==> src/rtl/ivg_pkg.sv <==
package ivg_pkg;
  typedef enum logic {
    CFG_BASE  = 1'b0,
    CFG_SHIFT = 1'b1
  } cfg_sel_e;
endpackage

==> src/rtl/ivg_rst_sync.sv <==
module ivg_rst_sync (
  input  logic clk_i,
  input  logic rst_ni,
  output logic rst_sync_no
);
  logic stage_q, stage_d;
  logic out_q, out_d;

  always_comb begin
    stage_d = 1'b1;
    out_d   = stage_q;
  end

  always_ff @(posedge clk_i or negedge rst_ni) begin
    if (!rst_ni) begin
      stage_q <= 1'b0;
      out_q   <= 1'b0;
    end else begin
      stage_q <= stage_d;
      out_q   <= out_d;
    end
  end

  assign rst_sync_no = out_q;
endmodule

==> src/rtl/ivg_cfg_regs.sv <==
module ivg_cfg_regs
  import ivg_pkg::*;
#(
  parameter int ADDR_W  = 32,
  parameter int SHIFT_W = 3
) (
  input  logic               clk_i,
  input  logic               rst_ni,
  input  logic               wr_en_i,
  input  logic               wr_sel_i,
  input  logic [ADDR_W-1:0]  wr_data_i,
  output logic [ADDR_W-1:0]  base_o,
  output logic [SHIFT_W-1:0] shift_o
);
  logic [ADDR_W-1:0]  base_q, base_d;
  logic [SHIFT_W-1:0] shift_q, shift_d;
  logic               base_en, shift_en;

  always_comb begin
    base_en  = wr_en_i && (cfg_sel_e'(wr_sel_i) == CFG_BASE);
    shift_en = wr_en_i && (cfg_sel_e'(wr_sel_i) == CFG_SHIFT);
    base_d   = wr_data_i;
    shift_d  = wr_data_i[SHIFT_W-1:0];
  end

  always_ff @(posedge clk_i or negedge rst_ni) begin
    if (!rst_ni) begin
      base_q <= '0;
    end else if (base_en) begin
      base_q <= base_d;
    end
  end

  always_ff @(posedge clk_i or negedge rst_ni) begin
    if (!rst_ni) begin
      shift_q <= '0;
    end else if (shift_en) begin
      shift_q <= shift_d;
    end
  end

  assign base_o  = base_q;
  assign shift_o = shift_q;

  // configuration changes only under a write strobe
  assert_cfg_hold_R7: assert property (@(posedge clk_i) disable iff (!rst_ni)
    !wr_en_i |=> ($stable(base_q) && $stable(shift_q)));
endmodule

==> src/rtl/ivg_word_enc.sv <==
module ivg_word_enc #(
  parameter int WORD_W = 32,
  localparam int IDX_W = $clog2(WORD_W)
) (
  input  logic [WORD_W-1:0] bits_i,
  output logic              any_o,
  output logic [IDX_W-1:0]  idx_o
);
  always_comb begin
    any_o = |bits_i;
    idx_o = '0;
    for (int i = WORD_W - 1; i >= 0; i--) begin
      if (bits_i[i]) idx_o = IDX_W'(i);
    end
  end
endmodule

==> src/rtl/ivg_prio_sel.sv <==
module ivg_prio_sel #(
  parameter int WORDS  = 2,
  parameter int WORD_W = 32,
  localparam int NUM_CH = WORDS * WORD_W,
  localparam int ID_W   = $clog2(NUM_CH),
  localparam int IDX_W  = $clog2(WORD_W)
) (
  input  logic [NUM_CH-1:0] rdy_i,
  output logic              any_o,
  output logic [ID_W-1:0]   id_o
);
  logic [WORDS-1:0] word_any;
  logic [IDX_W-1:0] word_idx [WORDS];

  for (genvar w = 0; w < WORDS; w++) begin : g_word
    ivg_word_enc #(.WORD_W(WORD_W)) u_enc (
      .bits_i (rdy_i[w*WORD_W +: WORD_W]),
      .any_o  (word_any[w]),
      .idx_o  (word_idx[w])
    );
  end

  always_comb begin
    any_o = |word_any;
    id_o  = '0;
    for (int w = WORDS - 1; w >= 0; w--) begin
      if (word_any[w]) id_o = ID_W'(w * WORD_W) + ID_W'(word_idx[w]);
    end
  end
endmodule

==> src/rtl/irq_vec_gen.sv <==
module irq_vec_gen #(
  parameter int WORD_W  = 32,
  parameter int ADDR_W  = 32,
  parameter int SHIFT_W = 3
) (
  input  logic              clk_i,
  input  logic              rst_ni,
  input  logic              wr_en_i,
  input  logic              wr_sel_i,
  input  logic [ADDR_W-1:0] wr_data_i,
  input  logic [WORD_W-1:0] rdy_word0_i,
  input  logic [WORD_W-1:0] rdy_word1_i,
  output logic [ADDR_W-1:0] vec_addr_o,
  output logic              vec_valid_o
);
  localparam int WORDS  = 2;
  localparam int NUM_CH = WORDS * WORD_W;
  localparam int ID_W   = $clog2(NUM_CH);

  logic               rst_n;
  logic [ADDR_W-1:0]  base_q;
  logic [SHIFT_W-1:0] shift_q;
  logic [NUM_CH-1:0]  rdy_vec;
  logic               any_w;
  logic [ID_W-1:0]    id_w;
  logic [ADDR_W-1:0]  id_ext, offset, addr_d, addr_q;
  logic               valid_d, valid_q;
  logic               armed_q;

  ivg_rst_sync u_rst (
    .clk_i       (clk_i),
    .rst_ni      (rst_ni),
    .rst_sync_no (rst_n)
  );

  ivg_cfg_regs #(.ADDR_W(ADDR_W), .SHIFT_W(SHIFT_W)) u_cfg (
    .clk_i     (clk_i),
    .rst_ni    (rst_n),
    .wr_en_i   (wr_en_i),
    .wr_sel_i  (wr_sel_i),
    .wr_data_i (wr_data_i),
    .base_o    (base_q),
    .shift_o   (shift_q)
  );

  assign rdy_vec = {rdy_word1_i, rdy_word0_i};

  ivg_prio_sel #(.WORDS(WORDS), .WORD_W(WORD_W)) u_sel (
    .rdy_i (rdy_vec),
    .any_o (any_w),
    .id_o  (id_w)
  );

  always_comb begin
    id_ext  = ADDR_W'(id_w);
    offset  = id_ext << shift_q;
    valid_d = any_w;
    addr_d  = any_w ? (base_q + offset) : base_q;
  end

  always_ff @(posedge clk_i or negedge rst_n) begin
    if (!rst_n) begin
      addr_q  <= '0;
      valid_q <= 1'b0;
      armed_q <= 1'b0;
    end else begin
      addr_q  <= addr_d;
      valid_q <= valid_d;
      armed_q <= 1'b1;
    end
  end

  assign vec_addr_o  = addr_q;
  assign vec_valid_o = valid_q;

  // the chosen ID is set and no lower ID is set
  assert_prio_lowest_R2: assert property (@(posedge clk_i) disable iff (!rst_n)
    any_w |-> (rdy_vec[id_w] && ((rdy_vec & ((NUM_CH'(1) << id_w) - NUM_CH'(1))) == '0)));

  // with no shift the offset above the base is the raw ID
  assert_no_shift_offset_R3: assert property (@(posedge clk_i) disable iff (!rst_n)
    (armed_q && $past(any_w) && ($past(shift_q) == '0)) |->
      ((vec_addr_o - $past(base_q)) == ADDR_W'($past(id_w))));

  // idle cycle returns the base unchanged
  assert_idle_base_R4: assert property (@(posedge clk_i) disable iff (!rst_n)
    (armed_q && !$past(|rdy_vec)) |-> (vec_addr_o == $past(base_q)));

  // valid follows the presence of any flag one cycle earlier
  assert_valid_track_R8: assert property (@(posedge clk_i) disable iff (!rst_n)
    armed_q |-> (vec_valid_o == $past(|rdy_vec)));

  // outputs are clear while reset is held
  always_comb begin
    if (!rst_n) begin
      assert_reset_clear_R1: assert (vec_addr_o == '0 && !vec_valid_o);
    end
  end
endmodule

==> config.mk <==
export PLATFORM = sky130hd
export DESIGN_NAME = irq_vec_gen
export DESIGN_NICKNAME = d
export VERILOG_FILES = /design/src/rtl/ivg_pkg.sv /design/src/rtl/ivg_rst_sync.sv /design/src/rtl/ivg_cfg_regs.sv /design/src/rtl/ivg_word_enc.sv /design/src/rtl/ivg_prio_sel.sv /design/src/rtl/irq_vec_gen.sv
export SDC_FILE = /design/constraint.sdc
export NUM_CORES = 1
export LEC_CHECK = 0
export BUFFER_PORTS_ARGS = -buffer_cell sky130_fd_sc_hd__buf_2
export CORE_MARGIN = 5
export CORE_UTILIZATION = 25
export CTS_BUF_LIST = sky130_fd_sc_hd__clkbuf_8
export DETAILED_ROUTE_END_ITERATION = 12
export GPL_TIMING_DRIVEN = 0
export MAX_ROUTING_LAYER = met4
export SYNTH_ARGS = -nofsm -noshare
export SYNTH_HDL_FRONTEND = slang
export SYNTH_SLANG_ARGS = --single-unit
==> constraint.sdc <==
create_clock -name clk_i -period 6.3 [get_ports clk_i]
set_input_delay 1.26 -clock clk_i [delete_from_list [all_inputs] [get_ports clk_i]]
set_output_delay 1.26 -clock clk_i [all_outputs]
set_load 0.1 [all_outputs]
# Yosys cells after proc, flatten, opt, wreduce, memory -nomap -nowiden
# Index checks and enable logic that the tools add are counted.
# Widths: inputs -> output; s select.
totals:
  ff_bits: 70
  inputBits: 100
  out_inout_bits: 33
  wordCells: 82
op_classes:
  n_addsub: 2
  shifts: 1
  mux: 67
  bitwise_logic: 1
  reduce_logical: 5
op_table:
  columns: ["operator", "count"]
  rows:
  - ["$mux 5", 64]
  - ["$reduce_or 32->1", 2]
  - ["$reduce_or 64->1", 1]
  - ["$add 32x32->32", 1]
  - ["$mux 32", 1]
  - ["$shl 6x3->32", 1]
  - ["$mux 6", 2]
  - ["$add 6x5->6 const A", 1]
  - ["$logic_and 1x1->1", 2]
  - ["$not 1->1", 1]

# Depth between registers and ports, before layout
# Gate-level depths: netlist of the first run.
logic_depth:
  depth_word: 38
  depth_mapped: 18
  ltp_nobuf: 18

# By module
# Synthesis of the first run repeated with hierarchy kept, for this count alone.
unflattened:
  cells_unflattened: 455
  hier_area_um2: 4652.0
modules_own_cells:
  columns: ["mod", "instances", "cells_each", "area_per_inst_um2", "seq_area_each_um2"]
  rows:
  - ["irq_vec_gen", 1, 234, 2273.4, 825.8]
  - ["ivg_cfg_regs", 1, 76, 1471.4, 875.8]
  - ["ivg_word_enc", 2, 65, 385.4, 0.0]
  - ["ivg_prio_sel", 1, 12, 82.6, 0.0]
  - ["ivg_rst_sync", 1, 3, 53.8, 50.0]

# Worst setup path before layout of the first run
# OpenSTA, ideal clock, no wires.
synth_path:
  kind: "input-to-reg"
  start: "in rdy_word1_i[29]"
  end: "reg addr_q[19] (netlist: vec_addr_o[19])"
  setup_ps: 123
  arrival_time_ps: 4703
  required_time_ps: 6177
  path_slack_ps: 1473
  stages: 16
  path_buffers: 0
  cell_sequence: "nor4_1 -> and4_1 -> a2111oi_2 -> a41o_1 -> mux2_2 -> a21oi_1 -> nor2b_1 -> a221oi_2 -> ha_1 -> or3_1 -> o211ai_1 -> nand2_1 -> a41o_1 -> a31o_4 -> and3_1 -> xor2_1"
synth_via:
  elab_chain_cells: 36
  word_cells_on_any_way: 38
  cone_classes: "add/sub: 2; shift: 1; mux: 33; reduce/logical: 2"
synth_lines:
  columns: ["item", "line_no", "source"]
  rows:
  - ["from (decl)", "irq_vec_gen.sv:12", "input logic [WORD_W-1:0] rdy_word1_i,"]
  - ["$mux 5 (30 in a row)", "ivg_word_enc.sv:13", "if (bits_i[i]) idx_o = IDX_W'(i);"]
  - ["$add 6x5->6", "ivg_prio_sel.sv:27", "if (word_any[w]) id_o = ID_W'(w * WORD_W) + ID_W'(word_idx[w]);"]
  - ["$mux 6 (2 in a row)", "ivg_prio_sel.sv:27", null]
  - ["$shl 6x3->32", "irq_vec_gen.sv:56", "offset = id_ext << shift_q;"]
  - ["$add 32x32->32", "irq_vec_gen.sv:58", "addr_d = any_w ? (base_q + offset) : base_q;"]
  - ["$mux 32 *", "irq_vec_gen.sv:58", null]
  - ["named net addr_d[19]", "irq_vec_gen.sv:26", "logic [ADDR_W-1:0] id_ext, offset, addr_d, addr_q;"]
  - ["to (signal assigned)", "irq_vec_gen.sv:67", "addr_q <= addr_d;"]
  - ["to (decl)", "irq_vec_gen.sv:26", null]
# Mark *: on every way through the listed nets, which the timed path passes. The rest lies on a longest branch.
# A chain may end at the register's enable or synchronous reset.

# Worst setup path after layout of the first run
layout_path:
  start: "in rdy_word1_i[13]"
  end: "reg addr_q[20] (netlist: vec_addr_o[20])"
layout_via:
  elab_chain_cells: 20
  word_cells_on_any_way: 22
  cone_classes: "add/sub: 2; shift: 1; mux: 17; reduce/logical: 2"
layout_lines:
  columns: ["item", "line_no"]
  rows:
  - ["$mux 5 (14 in a row)", "ivg_word_enc.sv:13"]
  - ["$add 6x5->6", "ivg_prio_sel.sv:27"]
  - ["$mux 6 (2 in a row)", "ivg_prio_sel.sv:27"]
  - ["$shl 6x3->32", "irq_vec_gen.sv:56"]
  - ["$add 32x32->32", "irq_vec_gen.sv:58"]
  - ["$mux 32 *", "irq_vec_gen.sv:58"]
  - ["named net addr_d[20]", "irq_vec_gen.sv:26"]
# Marked as above.

==> results of run 1 <==
stage by stage:
step | total power, W | utilization | std cells | instance area (sq um)
final | 0.00166 | 0.320 | 815 | 5500
after global routing | 0.00175 | 0.320 | 815 | 5500
after CTS | 0.00168 | 0.319 | 811 | 5490
after detailed placement | 0.00130 | 0.307 | 795 | 5280
after global placement | 0.00130 | 0.307 | 795 | 5280
after floorplan | 0.00114 | - | 438 | 4330
synth_stat cells (3+ instances only):
cell type and number:
nor2_1 47, nor2b_1 8, a211oi_1 3, o22ai_1 3, ha_1 13, nor4_1 14, o21ai_1 5, dfrtp_1 70
xnor2_1 15, or3_1 3, o211ai_1 5, a21oi_1 26, xor2_1 14, a221oi_1 3, and4_1 5, mux2_2 39
or4_1 5, o211a_1 3, nor4_2 4, o21bai_1 6, inv_1 18, o311ai_0 3, nor3_1 6, nand3_1 9
nand4_1 5, o21ai_0 15, nand2_1 30, nor4_4 4, a31oi_1 3, nand2b_1 6, clkbuf_1 6, a21o_1 3
sequential cells by signal, indices dropped and copies added, names as in the netlist:
name / flops
u_cfg.base_o: 32
u_cfg.shift_o: 3
u_rst.out_d: 1
u_rst.rst_sync_no: 1
vec_addr_o: 32
vec_valid_o: 1
metal layers:
layer | vias up | wire length [um] | global-route usage
li1 | 1910 | - | -
met1 | 1750 | 4970 | 0.146
met2 | 99 | 5360 | 0.188
met3 | 14 | 613 | 0.0209
met4 | 0 | 195 | 0.0404
met5 | - | 0 | -
kinds of logic (layout without fill, tap and decap cells):
kind of cell / after synthesis / in the layout / share of synthesized area
other: 1 / 5 / 0.000865
xor gates and xnor gates: 29 / 29 / 0.0586
muxes: 40 / 40 / 0.104
AOI/OAI and AO/OA: 98 / 98 / 0.155
and+or+nand+nor: 159 / 159 / 0.211
DFF: 70 / 70 / 0.404
adders and majority gates: 14 / 14 / 0.0422
buffers and inverters: 27 / 175 / 0.0240
layout by cell type (no fill, tap or decap), types with 5 or more instances in the layout:
master	count
nor2_1	47
nand2_1	30
a21oi_1	26
and4_1	5
o21ai_1	5
inv_1	18
xor2_1	14
o21ai_0	15
nand3_1	9
ha_1	13
xnor2_1	15
nor2b_1	8
dfrtp_1	69
nor4_1	14
nand2b_1	6
or4_1	5
o21bai_1	6
nand4_1	5
clkbuf_1	6
buf_2	134
o211ai_1	5
nor3_1	6
mux2_2	39
clkbuf_8	10
power groups by stage:
stage / sequential, W / combinational (W) / clock, W
2_1_floorplan: 0.000949 / 0.000194 / 0
3_3_place_gp: 0.000593 / 0.000706 / 0
3_5_place_dp: 0.000595 / 0.000709 / 0
4_1_cts: 0.000585 / 0.000711 / 0.000381
5_1_grt: 0.000598 / 0.000747 / 0.000402
6_report: 0.000584 / 0.000706 / 0.000368
how the worst max path moves through the flow:
stage | to | slack (ps)
2_1_floorplan | vec_addr_o[19] | 1470
4_1_cts | vec_addr_o[28] | 1090
3_3_place_gp | vec_addr_o[20] | 730
6_report | vec_addr_o[20] | 1070
3_5_place_dp | vec_addr_o[20] | 740
5_1_grt | vec_addr_o[20] | 720
layout make-up:
class | count | area, sq um | area share
clock inverter | 6 | 68.8 | 0.0125
timing repair buffer | 132 | 661 | 0.120
tap | 225 | 282 | 0.0512
antenna | 4 | 10.0 | 0.00182
buffer | 8 | 32.5 | 0.00592
inverter | 19 | 71.3 | 0.0130
sequential | 70 | 1760 | 0.319
clock buffer | 10 | 138 | 0.0250
multi-input combinational | 341 | 2480 | 0.451
critical path, cell delays in order:
cell	delay (ps)
buf_2	120
nor4_1	540
and4_1	370
a2111oi_2	120
a41o_1	270
mux2_2	300
a21oi_1	180
nor2b_1	190
a221oi_2	60
ha_1	230
or3_1	420
o21bai_1	200
a41oi_1	340
a211oi_1	150
o21ai_2	410
nor2_1	120
xor2_1	160
==> results.json, run 1 <==
{
  "worstHoldPathType": "register to register",
  "async_reset_ff_frac": 1.00,
  "critPathArrivalTime_ps": 5460,
  "fillerInstances": 1842,
  "synth_edf_count": 0,
  "drcViolationCount": 0,
  "period_needed_ps": 5230,
  "num_rows": 48,
  "cp_max_fo": 9,
  "root_buffer": "clkbuf_8",
  "insertion_delay_ps": 340,
  "pin_count": 133,
  "startpoint_type": "primary input",
  "cts_setup_buffers": 0,
  "drt-initial-drc-count": 96,
  "reg2reg_from": "u_cfg.shift_o[0]",
  "ys_seq_elements": 70,
  "cts_inserted_buffers": 9,
  "p_clk_frac": 0.222,
  "grt_usage": 0.116,
  "synth_cell_types": 62,
  "die_y_um": 142,
  "rsz0062_at_grt": "no",
  "yosysWarnings": 0,
  "io_buffer_count": 132,
  "p_leak_nw": 2.42,
  "drive_gt1_frac": 0.358,
  "grt_first_pass_wirelength_um": 18500,
  "syn_to_final_growth_pct": 26.8,
  "fin_crit_sh": 0.830,
  "p_int_w": 0.000898,
  "nNetsFinal": 695,
  "setup_violations": 0,
  "hold_viol_final": 0,
  "maxSlewViolCount": 0,
  "holdWs_ps": 354,
  "skew_ps": 11.1,
  "switching_share": 0.458,
  "regToRegSetupSlack_ps": 2790,
  "run_status": "finished clean",
  "worstPathRequired_ps": 6530,
  "tns_ps": 0,
  "max_slew_margin": 0.424,
  "grt-ovfl-total": 0,
  "whs_endpoint": "u_rst.rst_sync_no",
  "layout_setup_ws_ps": 1070,
  "dpl.hpwl_um": 9050,
  "p_per_area_nw_per_um2": 302,
  "clockBufferDepth": 2,
  "reg2regPathDepth": 12,
  "clk_pin_slew_ps": 80,
  "yosys.area.top_type": "dfrtp_1",
  "min_from": "u_rst.out_d",
  "max_freq_mhz": 191,
  "synth_area_leaders": "dfrtp_1 (40%), mux2_2 (10%), nor2_1 (4.1%), ha_1 (3.8%), xnor2_1 (3.0%)",
  "synthCells": 438,
  "endpoint_kind": "register",
  "gp_congestion": 0.828,
  "vias_per_cell": 4.63,
  "cts_tree": "done",
  "syn_avg_cell_area_sq_um": 9.89,
  "ant_nets": 0,
  "pre_cts_ws_ps": 740,
  "yosysSeqAreaShare": 0.404,
  "ys.flop_type": "dfrtp_1",
  "synthesis.nets": 552,
  "worst_pin_slew_ps": 864,
  "totalWireLength_um": 11100,
  "hold_buffers": 0,
  "synth_top_area_frac": 0.404,
  "coreArea_sq_um": 17200,
  "antenna_found_initial": 4,
  "cts_resized": 0,
  "hold_depth": 0,
  "fp.dieW_um": 142,
  "seqPwrFrac": 0.352,
  "cts.sinks": 70,
  "grt_pass1_vias": 3850,
  "drt_pre_antenna_iters": 4,
  "critPathLaunch": "rdy_word1_i[13]",
  "num_vias": 3773,
  "initial_core_util": 0.252,
  "wl_per_cell_um": 13.7,
  "share_comb_of_total_power": 0.426,
  "die_area_sq_um": 20100,
  "cts.htree.levels": 3,
  "grt_max_degree": 69,
  "ir_drop_v": 0.000192,
  "crit_type": "primary input to register",
  "p_sw_w": 0.000760,
  "maxCapViolCount": 0,
  "syn_area_sq_um": 4330,
  "rr_endpoint": "vec_addr_o[20]"
}
Power figures use the tool's default switching activity.
==> run 2: changes to the inputs <==
- clock period: 6.3 -> 4.7 ns (I/O delays scaled with it)
==> run 2 against run 1 <==
Sequential share of layout area fell by 1.1 points. Sequential cell count unchanged. Highest routed layer unchanged. Register-to-register slack got worse by 1300 ps. Clock-buffer cell count unchanged. Critical path depth unchanged. Global-route usage rose by 0.14 points. Non-clock buffer count grew 3. Clock skew increased by 1.3 ps.
==> results.json, run 2 (synthesis results as in run 1) <==
{
  "run_status": "finished clean",
  "p_per_area_nw_per_um2": 394,
  "cts_inserted_buffers": 9,
  "grt_first_pass_wirelength_um": 18800,
  "totalWireLength_um": 11500,
  "syn_to_final_growth_pct": 31.2,
  "hold_viol_final": 0,
  "reg2regPathDepth": 12,
  "path_cells": "buf_2 > nor4_2 > and4_4 > a2111oi_4 > a41o_1 > mux2_2 > a21oi_2 > nor2b_2 > a221oi_2 > ha_1 > or3_1 > o211ai_1 > nand2_1 > a41o_1 > a31o_4 > and3_1 > xor2_1",
  "num_rows": 48,
  "cts.sinks": 70,
  "drcViolationCount": 0,
  "dpl.hpwl_um": 9050,
  "period_needed_ps": 4500,
  "worst_pin_slew_ps": 866,
  "root_buffer": "clkbuf_8",
  "initial_core_util": 0.252,
  "max_slew_margin": 0.423,
  "io_buffer_count": 132,
  "worstPathRequired_ps": 4930,
  "rsz0062_at_grt": "yes",
  "seq_area_sq_um": 1760,
  "insertion_delay_ps": 340,
  "fin_crit_sh": 0.957,
  "max_freq_mhz": 222,
  "maxSlewViolCount": 0,
  "fillerInstances": 1819,
  "layout_setup_ws_ps": 202,
  "cts.htree.levels": 3,
  "reg2reg_from": "u_cfg.shift_o[0]",
  "pre_cts_ws_ps": -540,
  "endpoint_kind": "register",
  "cts_tree": "done",
  "drt-initial-drc-count": 102,
  "startpoint_type": "primary input",
  "crit_path_end": "vec_addr_o[19]",
  "cp_max_fo": 9,
  "grt_pass1_vias": 3890,
  "vias_per_cell": 4.65,
  "fin_util": 0.331,
  "final_common_cell": "buf_2",
  "grt_usage": 0.117,
  "rr_endpoint": "vec_addr_o[19]",
  "nNetsFinal": 698,
  "maxCapViolCount": 0,
  "critPathArrivalTime_ps": 4730,
  "crit_type": "primary input to register",
  "num_vias": 3804,
  "p_leak_nw": 2.47,
  "worstHoldPathType": "register to register",
  "grt_max_degree": 69,
  "gp_congestion": 0.828,
  "pin_count": 133,
  "crit_slowest_cell": "nor4_2",
  "die_y_um": 142,
  "layout_common_cells": "buf_2 (134), dfrtp_1 (69), nor2_1 (46), mux2_2 (39), nand2_1 (30)",
  "hold_buffers": 0,
  "ir_drop_v": 0.000257,
  "skew_ps": 12.4,
  "grt-ovfl-total": 0,
  "holdWs_ps": 354,
  "critPathLaunch": "rdy_word1_i[17]",
  "drt_pre_antenna_iters": 4,
  "drive_gt1_frac": 0.390,
  "critPathMaxStageDelay_ps": 430,
  "antenna_found_initial": 4,
  "die_area_sq_um": 20100,
  "ant_nets": 0,
  "setup_violations": 0,
  "cp_common_cell": "a41o_1",
  "wl_per_cell_um": 14.0,
  "regToRegSetupSlack_ps": 1530,
  "clockBufferDepth": 2,
  "multi_input_area_sq_um": 2630,
  "coreArea_sq_um": 17200,
  "clk_pin_slew_ps": 80,
  "fp.dieW_um": 142
}
[run 2: final cells by class]
class	instances	share of cell area
clock buffer	10	0.0242
inverter	19	0.0125
clock inverter	6	0.0121
antenna	4	0.00176
multi-input combinational	341	0.463
buffer	8	0.00572
sequential	70	0.309
timing repair buffer	135	0.122
tap	225	0.0495
[run 2: stage by stage]
| step | instances | power (W) | cell area [sq um] | TNS (ps) |
|---|---|---|---|---|
| finish | 818 | 0.00224 | 5680 | 0 |
| CTS | 812 | 0.00225 | 5540 | 0 |
| detailed placement | 795 | 0.00175 | 5280 | -7830 |
| floorplan | 438 | 0.00153 | 4330 | 0 |
| global placement | 795 | 0.00174 | 5280 | -7810 |
| global route | 818 | 0.00236 | 5680 | -76.8 |
[run 2: worst min-delay path by stage]
stage | startpoint | depth (start not counted) | slack [ps] | endpoint
floorplan | u_rst.out_d | 0 | 330 | u_rst.rst_sync_no
global placement | u_rst.out_d | 0 | 330 | u_rst.rst_sync_no
detailed placement | u_rst.out_d | 0 | 340 | u_rst.rst_sync_no
CTS | rst_ni | 1 | 350 | u_rst.rst_sync_no
global route | rst_ni | 1 | 350 | u_rst.rst_sync_no
finish | u_rst.out_d | 0 | 350 | u_rst.rst_sync_no
[run 2: timing repair]
item	4_1_cts	5_1_grt
setup endpoints to repair	11	19
setup buffers	1	2
resized for setup	6	21
pin swaps	1	6
[run 2: critical path, delay by kind of cell]
kind                       cells  cell delay, ps
AOI/OAI and AO/OA              7            1290
xor gates and xnor gates       1             140
adders and majority gates      1             220
buffers and inverters          1             110
muxes                          1             310
and+or+nand+nor                6            1700
[run 2: where the power goes]
group / leakage [nW] / internal (W) / switching, W
Combinational: 1.55 / 0.000235 / 0.000729
Clock: 0.103 / 0.000262 / 0.000233
Sequential: 0.818 / 0.000712 / 0.0000700
[run 2: metal layers]
metal | vias to the layer above | part of all wire | global-route usage
met1 | 1773 | 0.44 | 0.146
met4 | 0 | 0.018 | 0.0404
met3 | 15 | 0.045 | 0.0209
li1 | 1920 | - | -
met5 | - | 0 | -
met2 | 96 | 0.49 | 0.193
==> run 3: changes to the inputs <==
==> constraint.sdc (replaced) <==
create_clock -name clk_i -period 4.7 [get_ports clk_i]
set_input_delay 1.41 -clock clk_i [delete_from_list [all_inputs] [get_ports clk_i]]
set_output_delay 1.41 -clock clk_i [all_outputs]
set_load 0.1 [all_outputs]
==> run 3 against run 2 <==
The run now ends with negative setup slack left. Die area did not move. Setup slack worse by 210 ps. Sequential share of layout area shrank 2.7 points. Critical endpoint is now vec_addr_o[29].
==> results.json, run 3 (synthesis results as in run 1) <==
{
  "clockBufferDepth": 2,
  "ir_drop_v": 0.000241,
  "grt_first_pass_wirelength_um": 19100,
  "rr_endpoint": "vec_addr_o[29]",
  "period_needed_ps": 4710,
  "layout_common_cells": "buf_2 (117), dfrtp_1 (69), nor2_1 (46), mux2_2 (38), buf_4 (29)",
  "num_rows": 48,
  "critPathMaxStageDelay_ps": 340,
  "drt_pre_antenna_iters": 4,
  "ant_nets": 0,
  "io_buffer_count": 132,
  "p_int_w": 0.00126,
  "path_cells": "buf_4 > nor4_4 > buf_4 > nand2_1 > a31o_1 > a41o_1 > mux2_4 > a32o_1 > o21bai_4 > ha_4 > nand3_2 > o211ai_1 > o211ai_1 > nand2_1 > a41o_1 > a31o_4 > buf_4 > nand3_2 > xnor2_2",
  "hold_viol_final": 0,
  "finalPower_w": 0.00233,
  "final_area_sq_um": 6220,
  "worstPathRequired_ps": 4940,
  "crit_type": "primary input to register",
  "drive_gt1_frac": 0.451,
  "drcViolationCount": 0,
  "place_area_sq_um": 5360,
  "nNetsFinal": 725,
  "worst_pin_slew_ps": 835,
  "holdWs_ps": 354,
  "maxSlewViolCount": 0,
  "syn_to_final_growth_pct": 43.7,
  "regToRegSetupSlack_ps": 1540,
  "grt_max_degree": 69,
  "drt-initial-drc-count": 135,
  "max_freq_mhz": 212,
  "cts.sinks": 70,
  "share_comb_of_total_power": 0.447,
  "p_per_area_nw_per_um2": 374,
  "cp_max_fo": 7,
  "insertion_delay_ps": 340,
  "worstHoldPathType": "register to register",
  "p_sw_w": 0.00107,
  "fp.dieW_um": 142,
  "totalWireLength_um": 12100,
  "switching_share": 0.458,
  "coreArea_sq_um": 17200,
  "critPathArrivalTime_ps": 4950,
  "cts.htree.levels": 3,
  "startpoint_type": "primary input",
  "run_status": "complete, but fails checks",
  "skew_ps": 4.58,
  "grt_usage": 0.119,
  "reg2regPathDepth": 13,
  "dpl.hpwl_um": 9330,
  "clk_pin_slew_ps": 80,
  "fin_crit_sh": 1.00,
  "crit_slowest_cell": "nor4_4",
  "gp_congestion": 0.820,
  "tns_ps": -14.8,
  "grt_pass1_vias": 3929,
  "whs_endpoint": "u_rst.rst_sync_no",
  "p_clk_frac": 0.215,
  "layout.cells.non_filler": 842,
  "maxCapViolCount": 0,
  "max_slew_margin": 0.443,
  "cts_inserted_buffers": 9,
  "root_buffer": "clkbuf_8",
  "pin_count": 133,
  "min_from": "u_rst.out_d",
  "hold_depth": 0,
  "cp_common_cell": "buf_4",
  "wl_per_cell_um": 14.4,
  "die_area_sq_um": 20100,
  "rsz0062_at_grt": "yes",
  "initial_core_util": 0.252,
  "violations": "negative setup slack",
  "dp_cells": 795,
  "p_leak_nw": 2.71,
  "endpoint_kind": "register",
  "num_vias": 3969,
  "die_y_um": 142,
  "final_common_cell": "buf_2",
  "antenna_found_initial": 1,
  "layout_setup_ws_ps": -9.91,
  "grt-ovfl-total": 0,
  "setup_violations": 3,
  "vias_per_cell": 4.71,
  "cts_tree": "done",
  "reg2reg_from": "u_cfg.shift_o[0]",
  "seqPwrFrac": 0.337
}
## run 3: cell types whose count changed in the layout (fill, tap and decap cells not counted), sizes merged
cell	previous run	this run
buf	137	164
diode	4	1
clkinv	3	1
clkinvlp	1	2
inv	20	21
## run 3: through the flow
step,worst slack [ps],utilization
2_1_floorplan,-23.7,-
3_3_place_gp,-1010,0.312
3_5_place_dp,-1040,0.312
4_1_cts,-19.1,0.346
5_1_grt,-194,0.362
6_report,-9.91,0.362
## run 3: final cells by class
cell class              count  area (sq um)
well taps                 225           282
repair buffers            162          1020
fillers                  1742         11000
clock inverters             6          67.6
inverters                  19          71.3
plain buffers               8          32.5
clock buffers              10           138
flip-flops and latches     70          1760
multi-input cells         341          2860
diodes                      1          2.50
## run 3: how the worst max path moves through the flow
stage	from	end	cells after the start
floorplan	rdy_word0_i[29]	vec_addr_o[19]	16
global placement	rdy_word0_i[13]	vec_addr_o[26]	17
detailed placement	rdy_word0_i[13]	vec_addr_o[26]	17
CTS	rdy_word0_i[14]	vec_addr_o[19]	18
global route	rdy_word0_i[31]	vec_addr_o[26]	19
finish	rdy_word1_i[30]	vec_addr_o[29]	19
## run 3: repair_timing
item | in CTS | in global routing
gates cloned | 0 | 0
hold buffers | 0 | 0
endpoints found under the setup margin | 23 | 22
gates resized for setup | 50 | 38
pin swaps | 32 | 30
setup buffers | 16 | 14
endpoints found under the hold margin | 0 | 0
## run 3: layer usage
layer | share of wire | track usage
met2 | 0.48 | 0.193
met3 | 0.062 | 0.0222
met1 | 0.45 | 0.155
met4 | 0.015 | 0.0293
met5 | 0 | -
## run 3: worst max-delay path: cells and delay by family
| kind | cells | cell delay (ps) |
|---|---|---|
| compound gates | 8 | 1720 |
| xor+xnor | 1 | 140 |
| fa+ha+maj | 1 | 290 |
| buf+inv | 3 | 450 |
| mux | 1 | 280 |
| simple gates | 5 | 650 |
## run 3: power groups by stage
stage               registers [W]  logic [W]  clock network [W]
floorplan                 0.00127   0.000265                  0
global placement         0.000798   0.000951                  0
detailed placement       0.000799   0.000958                  0
CTS                      0.000787    0.00100           0.000522
global route             0.000804    0.00110           0.000546
finish                   0.000785    0.00104           0.000501
